<file path="config.mk">
export PLATFORM = sky130hd
export DESIGN_NAME = wpkt_decoder
export DESIGN_NICKNAME = d
export VERILOG_FILES = /design/src/rtl/wpkt_pkg.sv /design/src/rtl/wpkt_byte_split.sv /design/src/rtl/wpkt_unpack.sv /design/src/rtl/wpkt_addr_gen.sv /design/src/rtl/wpkt_decoder.sv
export SDC_FILE = /design/constraint.sdc
export NUM_CORES = 1
export LEC_CHECK = 0
export ABC_CLOCK_PERIOD_IN_PS = 4350
export CAP_MARGIN = 20
export CORE_UTILIZATION = 50
export CTS_BUF_LIST = sky130_fd_sc_hd__clkbuf_4 sky130_fd_sc_hd__clkbuf_8
export DETAILED_ROUTE_END_ITERATION = 10
export PLACE_DENSITY = 0.69
export SYNTH_ARGS = -nofsm -noshare
export SYNTH_HDL_FRONTEND = slang
export SYNTH_SLANG_ARGS = --single-unit
</file>
<file path="constraint.sdc">
create_clock -name clk -period 4.35 [get_ports clk]
set_input_delay 0.87 -clock clk [delete_from_list [all_inputs] [get_ports clk]]
set_output_delay 0.87 -clock clk [all_outputs]
set_load 0.01 [all_outputs]
</file>
<file path="src/rtl/wpkt_pkg.sv">
package wpkt_pkg;

    localparam int WORD_W        = 16;
    localparam int BYTE_W        = 8;
    localparam int CODE_W        = 16;
    localparam int STEER_W       = 2;
    localparam int SUB_W         = CODE_W + STEER_W;
    localparam int SUBS_PER_PKT  = 4;
    localparam int BYTES_PER_PKT = 9;
    localparam int PKT_BITS      = BYTES_PER_PKT * BYTE_W;

    typedef enum logic [2:0] {
        PH_HUNT,
        PH_COUNT,
        PH_CHAN,
        PH_SEG,
        PH_BODY,
        PH_CLOSE
    } phase_t;

    typedef struct packed {
        logic [STEER_W-1:0] steer;
        logic [CODE_W-1:0]  code;
    } sample_t;

    // Sub-word idx of a packet, idx 0 being the most significant.
    function automatic sample_t pick_sample(input logic [PKT_BITS-1:0] pkt,
                                            input int unsigned idx);
        logic [PKT_BITS-1:0] sh;
        sh = pkt >> (SUB_W * (SUBS_PER_PKT - 1 - idx));
        return sample_t'(sh[SUB_W-1:0]);
    endfunction

endpackage

</file>
<file path="src/rtl/wpkt_byte_split.sv">
module wpkt_byte_split
    import wpkt_pkg::*;
(
    input  logic              clk,
    input  logic              rst,
    input  logic              load,
    input  logic [WORD_W-1:0] word,
    input  logic              single,
    input  logic              byte_take,
    output logic              empty,
    output logic              byte_valid,
    output logic [BYTE_W-1:0] byte_data
);
    logic [WORD_W-1:0] word_q;
    logic              hi_q;
    logic              lo_q;

    assign empty      = !hi_q && !lo_q;
    assign byte_valid = hi_q || lo_q;
    assign byte_data  = hi_q ? word_q[WORD_W-1:BYTE_W] : word_q[BYTE_W-1:0];

    always_ff @(posedge clk) begin
        if (rst) begin
            word_q <= '0;
            hi_q   <= 1'b0;
            lo_q   <= 1'b0;
        end else if (load) begin
            word_q <= word;
            hi_q   <= 1'b1;
            lo_q   <= !single;
        end else if (byte_take) begin
            if (hi_q) hi_q <= 1'b0;
            else      lo_q <= 1'b0;
        end
    end
endmodule

</file>
<file path="src/rtl/wpkt_unpack.sv">
module wpkt_unpack
    import wpkt_pkg::*;
(
    input  logic               clk,
    input  logic               rst,
    input  logic               byte_valid,
    input  logic [BYTE_W-1:0]  byte_data,
    output logic               byte_take,
    output logic               beat_valid,
    output logic               beat_hi,
    output logic [BYTE_W-1:0]  beat_byte,
    output logic [STEER_W-1:0] beat_steer,
    output logic               idle
);
    localparam int CNT_W  = $clog2(BYTES_PER_PKT);
    localparam int BEATS  = 2 * SUBS_PER_PKT;
    localparam int BEAT_W = $clog2(BEATS);

    logic [PKT_BITS-1:0] pkt_q;
    logic [CNT_W-1:0]    cnt_q;
    logic                emit_q;
    logic [BEAT_W-1:0]   beat_q;
    sample_t             cur;

    assign byte_take  = byte_valid && !emit_q;
    assign cur        = pick_sample(pkt_q, int'(beat_q[BEAT_W-1:1]));
    assign beat_valid = emit_q;
    assign beat_hi    = beat_q[0];
    assign beat_byte  = beat_q[0] ? cur.code[CODE_W-1:BYTE_W] : cur.code[BYTE_W-1:0];
    assign beat_steer = cur.steer;
    assign idle       = !emit_q && (cnt_q == '0);

    always_ff @(posedge clk) begin
        if (rst) begin
            pkt_q  <= '0;
            cnt_q  <= '0;
            emit_q <= 1'b0;
            beat_q <= '0;
        end else if (byte_take) begin
            pkt_q <= {pkt_q[PKT_BITS-BYTE_W-1:0], byte_data};
            if (cnt_q == CNT_W'(BYTES_PER_PKT - 1)) begin
                cnt_q  <= '0;
                emit_q <= 1'b1;
                beat_q <= '0;
            end else begin
                cnt_q <= cnt_q + 1'b1;
            end
        end else if (emit_q) begin
            beat_q <= beat_q + 1'b1;
            if (beat_q == BEAT_W'(BEATS - 1)) emit_q <= 1'b0;
        end
    end
endmodule

</file>
<file path="src/rtl/wpkt_addr_gen.sv">
module wpkt_addr_gen #(
    parameter int SEG_DEPTH = 8192,
    parameter int NUM_SEG   = 16,
    localparam int DEPTH    = SEG_DEPTH * NUM_SEG,
    localparam int ADDR_W   = $clog2(DEPTH),
    localparam int OFF_W    = $clog2(SEG_DEPTH),
    localparam int SEG_W    = ADDR_W - OFF_W
) (
    input  logic              clk,
    input  logic              rst,
    input  logic              load,
    input  logic [SEG_W-1:0]  seg,
    input  logic              step,
    output logic [ADDR_W-1:0] addr,
    output logic              full
);
    localparam logic [ADDR_W-1:0] LAST = ADDR_W'(DEPTH - 1);

    always_ff @(posedge clk) begin
        if (rst) begin
            addr <= '0;
            full <= 1'b0;
        end else if (load) begin
            addr <= {seg, {OFF_W{1'b0}}};
            full <= 1'b0;
        end else if (step && !full) begin
            if (addr == LAST) full <= 1'b1;
            else              addr <= addr + 1'b1;
        end
    end
endmodule

</file>
<file path="src/rtl/wpkt_decoder.sv">
module wpkt_decoder
    import wpkt_pkg::*;
#(
    parameter int SEG_DEPTH              = 8192,
    parameter int NUM_SEG                = 16,
    parameter int NUM_CH                 = 24,
    parameter logic [WORD_W-1:0] START_W = 16'hA5C3,
    parameter logic [WORD_W-1:0] END_W   = 16'h5A3C,
    localparam int DEPTH                 = SEG_DEPTH * NUM_SEG,
    localparam int ADDR_W                = $clog2(DEPTH),
    localparam int SEG_W                 = ADDR_W - $clog2(SEG_DEPTH),
    localparam int CH_W                  = $clog2(NUM_CH),
    localparam int CARD_W                = (CH_W > 1) ? CH_W - 1 : 1
) (
    input  logic               clk,
    input  logic               rst,
    input  logic               in_valid,
    input  logic [WORD_W-1:0]  in_word,
    output logic               in_ready,
    output logic [BYTE_W-1:0]  wr_byte,
    output logic [STEER_W-1:0] wr_steer,
    output logic               wr_lo,
    output logic               wr_hi,
    output logic [CARD_W-1:0]  wr_card,
    output logic               wr_half,
    output logic [ADDR_W-1:0]  wr_addr,
    output logic               err
);
    localparam int WC_W = WORD_W + 4;

    phase_t            ph_q;
    logic [WORD_W-1:0] cnt_q;
    logic [CH_W-1:0]   ch_q;
    logic [WC_W-1:0]   left_q;
    logic              err_q;

    logic              accept;
    logic [WC_W-1:0]   body_words;
    logic              ch_ok;
    logic              seg_ok;
    logic              seg_load;
    logic              split_load;
    logic              split_single;
    logic              split_empty;
    logic              byte_valid;
    logic [BYTE_W-1:0] byte_data;
    logic              byte_take;
    logic              beat_valid;
    logic              beat_hi;
    logic              unp_idle;
    logic              mem_full;

    assign accept       = in_valid && in_ready;
    assign body_words   = (WC_W'(cnt_q) * WC_W'(BYTES_PER_PKT) + WC_W'(1)) >> 1;
    assign ch_ok        = in_word < WORD_W'(NUM_CH);
    assign seg_ok       = in_word < WORD_W'(NUM_SEG);
    assign seg_load     = accept && (ph_q == PH_SEG) && seg_ok;
    assign split_load   = accept && (ph_q == PH_BODY);
    assign split_single = (left_q == WC_W'(1)) && cnt_q[0];

    always_comb begin
        case (ph_q)
            PH_BODY:  in_ready = split_empty;
            PH_CLOSE: in_ready = split_empty && unp_idle;
            default:  in_ready = 1'b1;
        endcase
    end

    always_ff @(posedge clk) begin
        if (rst) begin
            ph_q   <= PH_HUNT;
            cnt_q  <= '0;
            ch_q   <= '0;
            left_q <= '0;
            err_q  <= 1'b0;
        end else if (accept) begin
            case (ph_q)
                PH_HUNT: begin
                    if (in_word == START_W) ph_q  <= PH_COUNT;
                    else                    err_q <= 1'b1;
                end
                PH_COUNT: begin
                    cnt_q <= in_word;
                    ph_q  <= PH_CHAN;
                end
                PH_CHAN: begin
                    if (ch_ok) begin
                        ch_q <= in_word[CH_W-1:0];
                        ph_q <= PH_SEG;
                    end else begin
                        err_q <= 1'b1;
                        ph_q  <= PH_HUNT;
                    end
                end
                PH_SEG: begin
                    if (seg_ok) begin
                        left_q <= body_words;
                        ph_q   <= (body_words == '0) ? PH_CLOSE : PH_BODY;
                    end else begin
                        err_q <= 1'b1;
                        ph_q  <= PH_HUNT;
                    end
                end
                PH_BODY: begin
                    left_q <= left_q - 1'b1;
                    if (left_q == WC_W'(1)) ph_q <= PH_CLOSE;
                end
                PH_CLOSE: begin
                    if (in_word != END_W) err_q <= 1'b1;
                    ph_q <= PH_HUNT;
                end
                default: ph_q <= PH_HUNT;
            endcase
        end
    end

    wpkt_byte_split u_split (
        .clk        (clk),
        .rst        (rst),
        .load       (split_load),
        .word       (in_word),
        .single     (split_single),
        .byte_take  (byte_take),
        .empty      (split_empty),
        .byte_valid (byte_valid),
        .byte_data  (byte_data)
    );

    wpkt_unpack u_unpack (
        .clk        (clk),
        .rst        (rst),
        .byte_valid (byte_valid),
        .byte_data  (byte_data),
        .byte_take  (byte_take),
        .beat_valid (beat_valid),
        .beat_hi    (beat_hi),
        .beat_byte  (wr_byte),
        .beat_steer (wr_steer),
        .idle       (unp_idle)
    );

    wpkt_addr_gen #(
        .SEG_DEPTH (SEG_DEPTH),
        .NUM_SEG   (NUM_SEG)
    ) u_addr (
        .clk  (clk),
        .rst  (rst),
        .load (seg_load),
        .seg  (in_word[SEG_W-1:0]),
        .step (wr_hi),
        .addr (wr_addr),
        .full (mem_full)
    );

    assign wr_lo   = beat_valid && !beat_hi && !mem_full;
    assign wr_hi   = beat_valid &&  beat_hi && !mem_full;
    assign wr_card = CARD_W'(ch_q >> 1);
    assign wr_half = ch_q[0];
    assign err     = err_q;

endmodule

</file>
==> impl_metrics.tcl, run 1 <==
set metrics [dict create \
    outcome "complete, no violations" \
    post-synth-top-count-cell "nand2_1" \
    clkPwrFrac_pct 41.3 \
    stdcell_area_um2 9296 \
    h-tree-depth 4 \
    synth_area_leaders "dfxtp_1, nand2_1, a21oi_1" \
    hp-start "u_split.word_q[13]" \
    io_pins 55 \
    finalHoldViolations 0 \
    cts_made_buffers 17 \
    p_per_area_nw_per_um2 282.2 \
    yosysWarnings 0 \
    final_max_slew_viol_count 0 \
    initial_core_util_pct 51.72 \
    cp-end-kind "output port" \
    routedWlPerCell_um 15.52 \
    vias 7228 \
    min_path_type "flip-flop to flip-flop" \
    drive_above_1_share_pct 8.547 \
    clk_pin_slew_ps 90 \
    rsz0062_at_grt "no" \
    hold_depth 2 \
    ys_ff_latch 161 \
    cts_tree "done" \
    timing.final.crit_share_pct 82.38 \
    syn_area_per_cell_um2 8.121 \
    r2r-start "cnt_q[11]" \
    p_leak_nw 3.248 \
    area_delta_synth_final_pct 12.34 \
    reg2regPathDepth 9 \
    port_buffers 54 \
    fill_cells 1563 \
    r2r_slack_ps 1460 \
    worstPathMaxFanout 15 \
    swShare_pct 23.33 \
    antenna_found_initial 0 \
    layout.cells.non_filler 1269 \
    synth_cell_types 74 \
    coreArea_um2 16000 \
    fmax_ghz 0.2791 \
    dp_cells 1237 \
    crit_type "flip-flop to output port" \
    period_needed_ps 3584 \
    drt_iter0_markers 564 \
    dp_hpwl_um 13640 \
    switchingPower_mw 0.6121 \
    fp-row-count 46 \
    maxCapViolations 0 \
    timing.setup.tns_ps 0 \
    synth_nets 1074 \
    slew_headroom_pct 33.37 \
    synth_ff_type "dfxtp_1" \
    grt_pass1_wl_um 31880 \
    routed_wl_um 19690 \
    synth_top_cell_area_share_pct 38.95 \
    die_h_um 130.7 \
    p_int_mw 2.012 \
    hold_buffers 0 \
    synth_top_area_cell "dfxtp_1" \
    reg2reg_to "left_q[17]" \
    root_buffer "clkbuf_8" \
    syn-cell-area_um2 8275 \
    total_power_mw 2.624 \
    worst_slew_pin_slew_ps 999.5 \
    cts.sinks 161 \
    route.detailed.drc 0 \
    synth_common_cells "nand2_1, dfxtp_1, a21oi_1, nor2_1, clkbuf_1" \
    final_util_pct 58.10 \
    required_ps 3480 \
    dpl_cell_area_um2 8907 \
    ant_nets 0 \
    min_to "u_split.word_q[13]" \
    ys_seq_area_share_pct 38.95 \
    async_flop_share_pct 0 \
    synth-edff-count 0 \
    die_w_um 130.7 \
    postCtsSetupBuffers 0 \
    grt_overflow 0 \
    grt_pass1_vias 6407 \
    drt-vias-per-instance 5.696 \
    finalNetCount 1095 \
    arrival_ps 2710 \
    vdd_ir_drop_max_mv 0.3085 \
    postSynthCellCount 1019 \
    n_antenna_cell 0 \
    pwr-share-comb_pct 2.5 \
    clock_skew_ps 8.515 \
    dieArea_um2 17070 \
    cts.repair.resized 0 \
    grt_max_degree 98 \
    clockBufferDepth 2 \
    power_frac_seq_pct 56.2 \
    firstDrtPassIters 5 \
    grtUsageTotal_pct 23.89 \
    start_kind "flip-flop" \
    clkLatencyLatePin_ps 450 \
    setup_viol 0 \
    place.gp.congestion 0.8758 \
]
-- power groups by stage --
stage               registers [mW]  logic [mW]  clock network (mW)
finish                        1.47      0.0657                1.08
global route                  1.47      0.0706                1.17
CTS                           1.47      0.0649                1.11
detailed placement            1.51      0.0649                   0
global placement              1.51      0.0650                   0
floorplan                     1.51      0.0293                   0
-- sequential cells by signal (all words and copies together), names as in the netlist, 3 cells and up --
signal and cells:
u_unpack.pkt_q 72, left_q 20, u_addr.addr 17, cnt_q 16
u_split.word_q 16, ch_q 5, u_unpack.cnt_q 4, ph_q 3
u_unpack.beat_q 3
-- cell usage in the layout (no fill, tap or decap), drive strengths merged, types with 6 or more instances in the layout --
cell / synthesis / routed
nand4: 13 / 13
and4: 6 / 6
buf: 17 / 8
ha: 36 / 36
clkbuf: 42 / 22
nor3: 18 / 18
inv: 18 / 22
a211oi: 18 / 18
nor2: 75 / 75
a21oi: 136 / 136
dfxtp: 161 / 161
mux2i: 15 / 15
mux4: 18 / 18
a31oi: 9 / 9
nand2b: 7 / 7
o21ai: 33 / 33
nand2: 251 / 251
nand3: 23 / 23
xor2: 11 / 11
mux2: 10 / 10
clkdlybuf4s50: 0 / 53
nor4: 7 / 7
xnor2: 15 / 15
-- through the flow --
stage | setup WS [ps] | hold slack [ps]
2_1_floorplan | 1763 | 433.4
3_3_place_gp | 1083 | 440.8
3_5_place_dp | 1052 | 445.8
4_1_cts | 708.5 | 457.7
5_1_grt | 595.5 | 475.6
6_report | 766.4 | 456.2
-- cell families (layout without fill, tap and decap cells) --
family	count (synthesis)	in the layout	share of synthesized area, %
flip-flops	161	161	38.95
multiplexers	43	43	8.074
buffers and inverters	77	111	3.674
AND/OR/NAND/NOR	437	437	24.19
AO/OA/AOI/OAI	239	239	16.92
adder cells (fa/ha/maj)	36	36	5.443
XOR/XNOR	26	26	2.752
-- worst max-delay path, cell delays in order, from the launching register on --
cell	delay, ps
dfxtp_1	550
buf_4	370
mux4_2	550
mux2_2	300
clkdlybuf4s50_1	480
-- routing by layer --
layer | vias to the layer above | GRT usage (%) | routed length [um]
met2 | 193 | 36.07 | 8770
met3 | 15 | 5.415 | 1090
met1 | 3381 | 34.32 | 9602
met4 | 0 | 6.018 | 231
li1 | 3639 | - | -
met5 | - | 0 | 0
-- how the worst max path moves through the flow --
stage	start	to	slack [ps]	cells past startpoint
global route	u_unpack.beat_q[1]	wr_byte[2]	600	4
finish	u_unpack.beat_q[1]	wr_byte[4]	770	4
CTS	u_unpack.beat_q[1]	wr_byte[4]	710	4
detailed placement	in_word[6]	left_q[15]	1050	9
floorplan	u_unpack.beat_q[1]	wr_byte[0]	1760	4
global placement	in_word[6]	left_q[15]	1080	9
-- final cells by class --
class                      instances  area (um^2)  area share, %
clock inverter                    10        98.84          1.063
clock buffer                      22        290.3          3.122
sequential                       161         3223          34.67
inverter                          18        67.56         0.7268
tap                              216        270.3          2.907
timing repair buffer              61        590.6          6.353
multi-input combinational        781         4756          51.16
No activity file was read; power rests on OpenSTA's default activity.
==> run 2, diff against run 1 <==
--- a/config.mk
+++ b/config.mk
@@ -5,7 +5,7 @@
 export SDC_FILE = /design/constraint.sdc
 export NUM_CORES = 1
 export LEC_CHECK = 0
-export ABC_CLOCK_PERIOD_IN_PS = 4350
+export ABC_CLOCK_PERIOD_IN_PS = 3600
 export CAP_MARGIN = 20
 export CORE_UTILIZATION = 50
 export CTS_BUF_LIST = sky130_fd_sc_hd__clkbuf_4 sky130_fd_sc_hd__clkbuf_8
==> constraint.sdc (replaced) <==
create_clock -name clk -period 3.6 [get_ports clk]
set_input_delay 0.72 -clock clk [delete_from_list [all_inputs] [get_ports clk]]
set_output_delay 0.72 -clock clk [all_outputs]
set_load 0.01 [all_outputs]
==> run 2 against run 1 <==
- clock power rose by 31%
- highest routed layer unchanged
- sequential cell count did not move
- sequential power rose by 21%
- non-clock buffer count up 5
- worst hold slack improved by 1.3 ps
- global-route usage up 0.46 points
- critical endpoint unchanged
- final cell count increased by 0.39%
==> impl_metrics.tcl, run 2 (synthesized netlist as in run 1, its figures left out) <==
set metrics [dict create \
    cts.sinks 161 \
    drive_above_1_share_pct 8.979 \
    layout_setup_ws_ps 376.9 \
    cts_made_buffers 17 \
    p_per_area_nw_per_um2 350.2 \
    cts.repair.resized 0 \
    hp-start "u_split.word_q[0]" \
    rsz0062_at_grt "no" \
    initial_core_util_pct 51.72 \
    cts_tree "done" \
    worstPathMaxFanout 18 \
    final_common_cell "nand2_1" \
    timing.final.crit_share_pct 89.53 \
    die_w_um 130.7 \
    finalHoldViolations 0 \
    grt_max_degree 120 \
    reg2reg_to "left_q[17]" \
    place.gp.congestion 0.9199 \
    n_antenna_cell 0 \
    holdWs_ps 457.5 \
    ant_nets 0 \
    route.detailed.drc 0 \
    reg2regPathDepth 9 \
    vias 7177 \
    antenna_found_initial 0 \
    dp_hpwl_um 13920 \
    worst_slew_pin_slew_ps 893.5 \
    timing.setup.tns_ps 0 \
    io_pins 55 \
    setup_viol 0 \
    r2r-start "cnt_q[11]" \
    slew_headroom_pct 40.43 \
    clockBufferDepth 2 \
    die_h_um 130.7 \
    dieArea_um2 17070 \
    preCtsSetupSlack_ps 557.1 \
    maxCapViolations 0 \
    largest_reg_flops 72 \
    cp-end-kind "output port" \
    r2r_slack_ps 760 \
    vdd_ir_drop_max_mv 0.3146 \
    drt_iter0_markers 694 \
    drt-vias-per-instance 5.633 \
    postCtsSetupBuffers 0 \
    min_path_type "flip-flop to flip-flop" \
    fmax_ghz 0.3103 \
    clkLatencyLatePin_ps 460 \
    outcome "complete, no violations" \
    h-tree-depth 4 \
    grt_pass1_wl_um 32240 \
    coreArea_um2 16000 \
    grt_pass1_vias 6384 \
    hold_buffers 0 \
    period_needed_ps 3223 \
    clk_pin_slew_ps 80 \
    finalNetCount 1100 \
    start_kind "flip-flop" \
    routedWlPerCell_um 15.50 \
    firstDrtPassIters 5 \
    clock_skew_ps 12.03 \
    area_delta_synth_final_pct 13.40 \
    top_register "u_unpack.pkt_q" \
    min_to "u_split.word_q[0]" \
    grt_overflow 0 \
    final_max_slew_viol_count 0 \
    root_buffer "clkbuf_8" \
    largestRegisters "u_unpack.pkt_q: 72 flops, left_q: 20 flops, u_addr.addr: 17 flops" \
    grtUsageTotal_pct 24.35 \
    fp-row-count 46 \
    final_cell_mix "nand2_1, dfxtp_1, a21oi_1" \
    port_buffers 54 \
    required_ps 2880 \
    p_leak_nw 3.286 \
    crit_type "flip-flop to output port" \
    arrival_ps 2500 \
    hold_depth 2 \
    routed_wl_um 19750 \
]
==> run 2: cell count changes in the layout (fill, tap and decap cells not counted), sizes merged <==
cell,before,now
buf,8,13
clkbuf,22,18
clkinvlp,2,4
bufinv,1,3
==> run 2: worst max path at each step <==
| stage | start | to | slack [ps] | cells after the start |
|---|---|---|---|---|
| floorplan | u_unpack.beat_q[1] | wr_byte[0] | 1160 | 4 |
| global placement | in_word[0] | ph_q[0] | 640 | 8 |
| detailed placement | in_word[0] | ph_q[0] | 560 | 8 |
| CTS | u_unpack.beat_q[1] | wr_byte[4] | 310 | 4 |
| global route | u_unpack.beat_q[1] | wr_byte[2] | 200 | 4 |
| finish | u_unpack.beat_q[1] | wr_byte[4] | 380 | 4 |
==> run 2: critical path: stages, from the launching register on <==
cell,delay [ps]
dfxtp_1,350
buf_4,350
mux4_2,560
mux2_2,290
clkdlybuf4s50_1,490
==> run 2: report_power, final <==
part	total (mW)	internal [mW]	switching, mW
clock network	1.42	0.715	0.709
logic	0.0815	0.0273	0.0542
registers	1.78	1.78	0.000997
total	3.29	2.52	0.764
==> run 2: layout make-up <==
class | count | area (um^2)
Fill cell | 1528 | 6616
Timing Repair Buffer | 66 | 640.6
Sequential cell | 161 | 3223
Multi-Input combinational cell | 781 | 4756
Clock inverter | 14 | 178.9
Clock buffer | 18 | 247.7
Tap cell | 216 | 270.3
Inverter | 18 | 67.56
==> run 2: metal layers <==
layer / part of all wire (%) / global-route usage [%] / vias to the layer above
met3: 4.6 / 5.537 / 34
met4: 2.0 / 7.776 / 0
met2: 44 / 36.35 / 181
li1: - / - / 3638
met1: 49 / 34.71 / 3324
met5: 0 / 0 / -
==> run 2: metrics by stage <==
stage               cell area [um^2]  power, mW  instances  util (%)
floorplan                       8275      1.858       1019         -
CTS                             9384      3.317       1274     58.65
finish                          9384      3.286       1274     58.65
global route                    9384      3.408       1274     58.65
global placement                8957      1.903       1242     55.98
detailed placement              8957      1.903       1242     55.98
==> run 3, diff against run 2 <==
--- a/config.mk
+++ b/config.mk
@@ -6,7 +6,6 @@
 export NUM_CORES = 1
 export LEC_CHECK = 0
 export ABC_CLOCK_PERIOD_IN_PS = 3600
-export CAP_MARGIN = 20
 export CORE_UTILIZATION = 50
 export CTS_BUF_LIST = sky130_fd_sc_hd__clkbuf_4 sky130_fd_sc_hd__clkbuf_8
 export DETAILED_ROUTE_END_ITERATION = 10
==> results of run 3 <==
The final DEF is identical to that of run 2; final timing and power are the same.
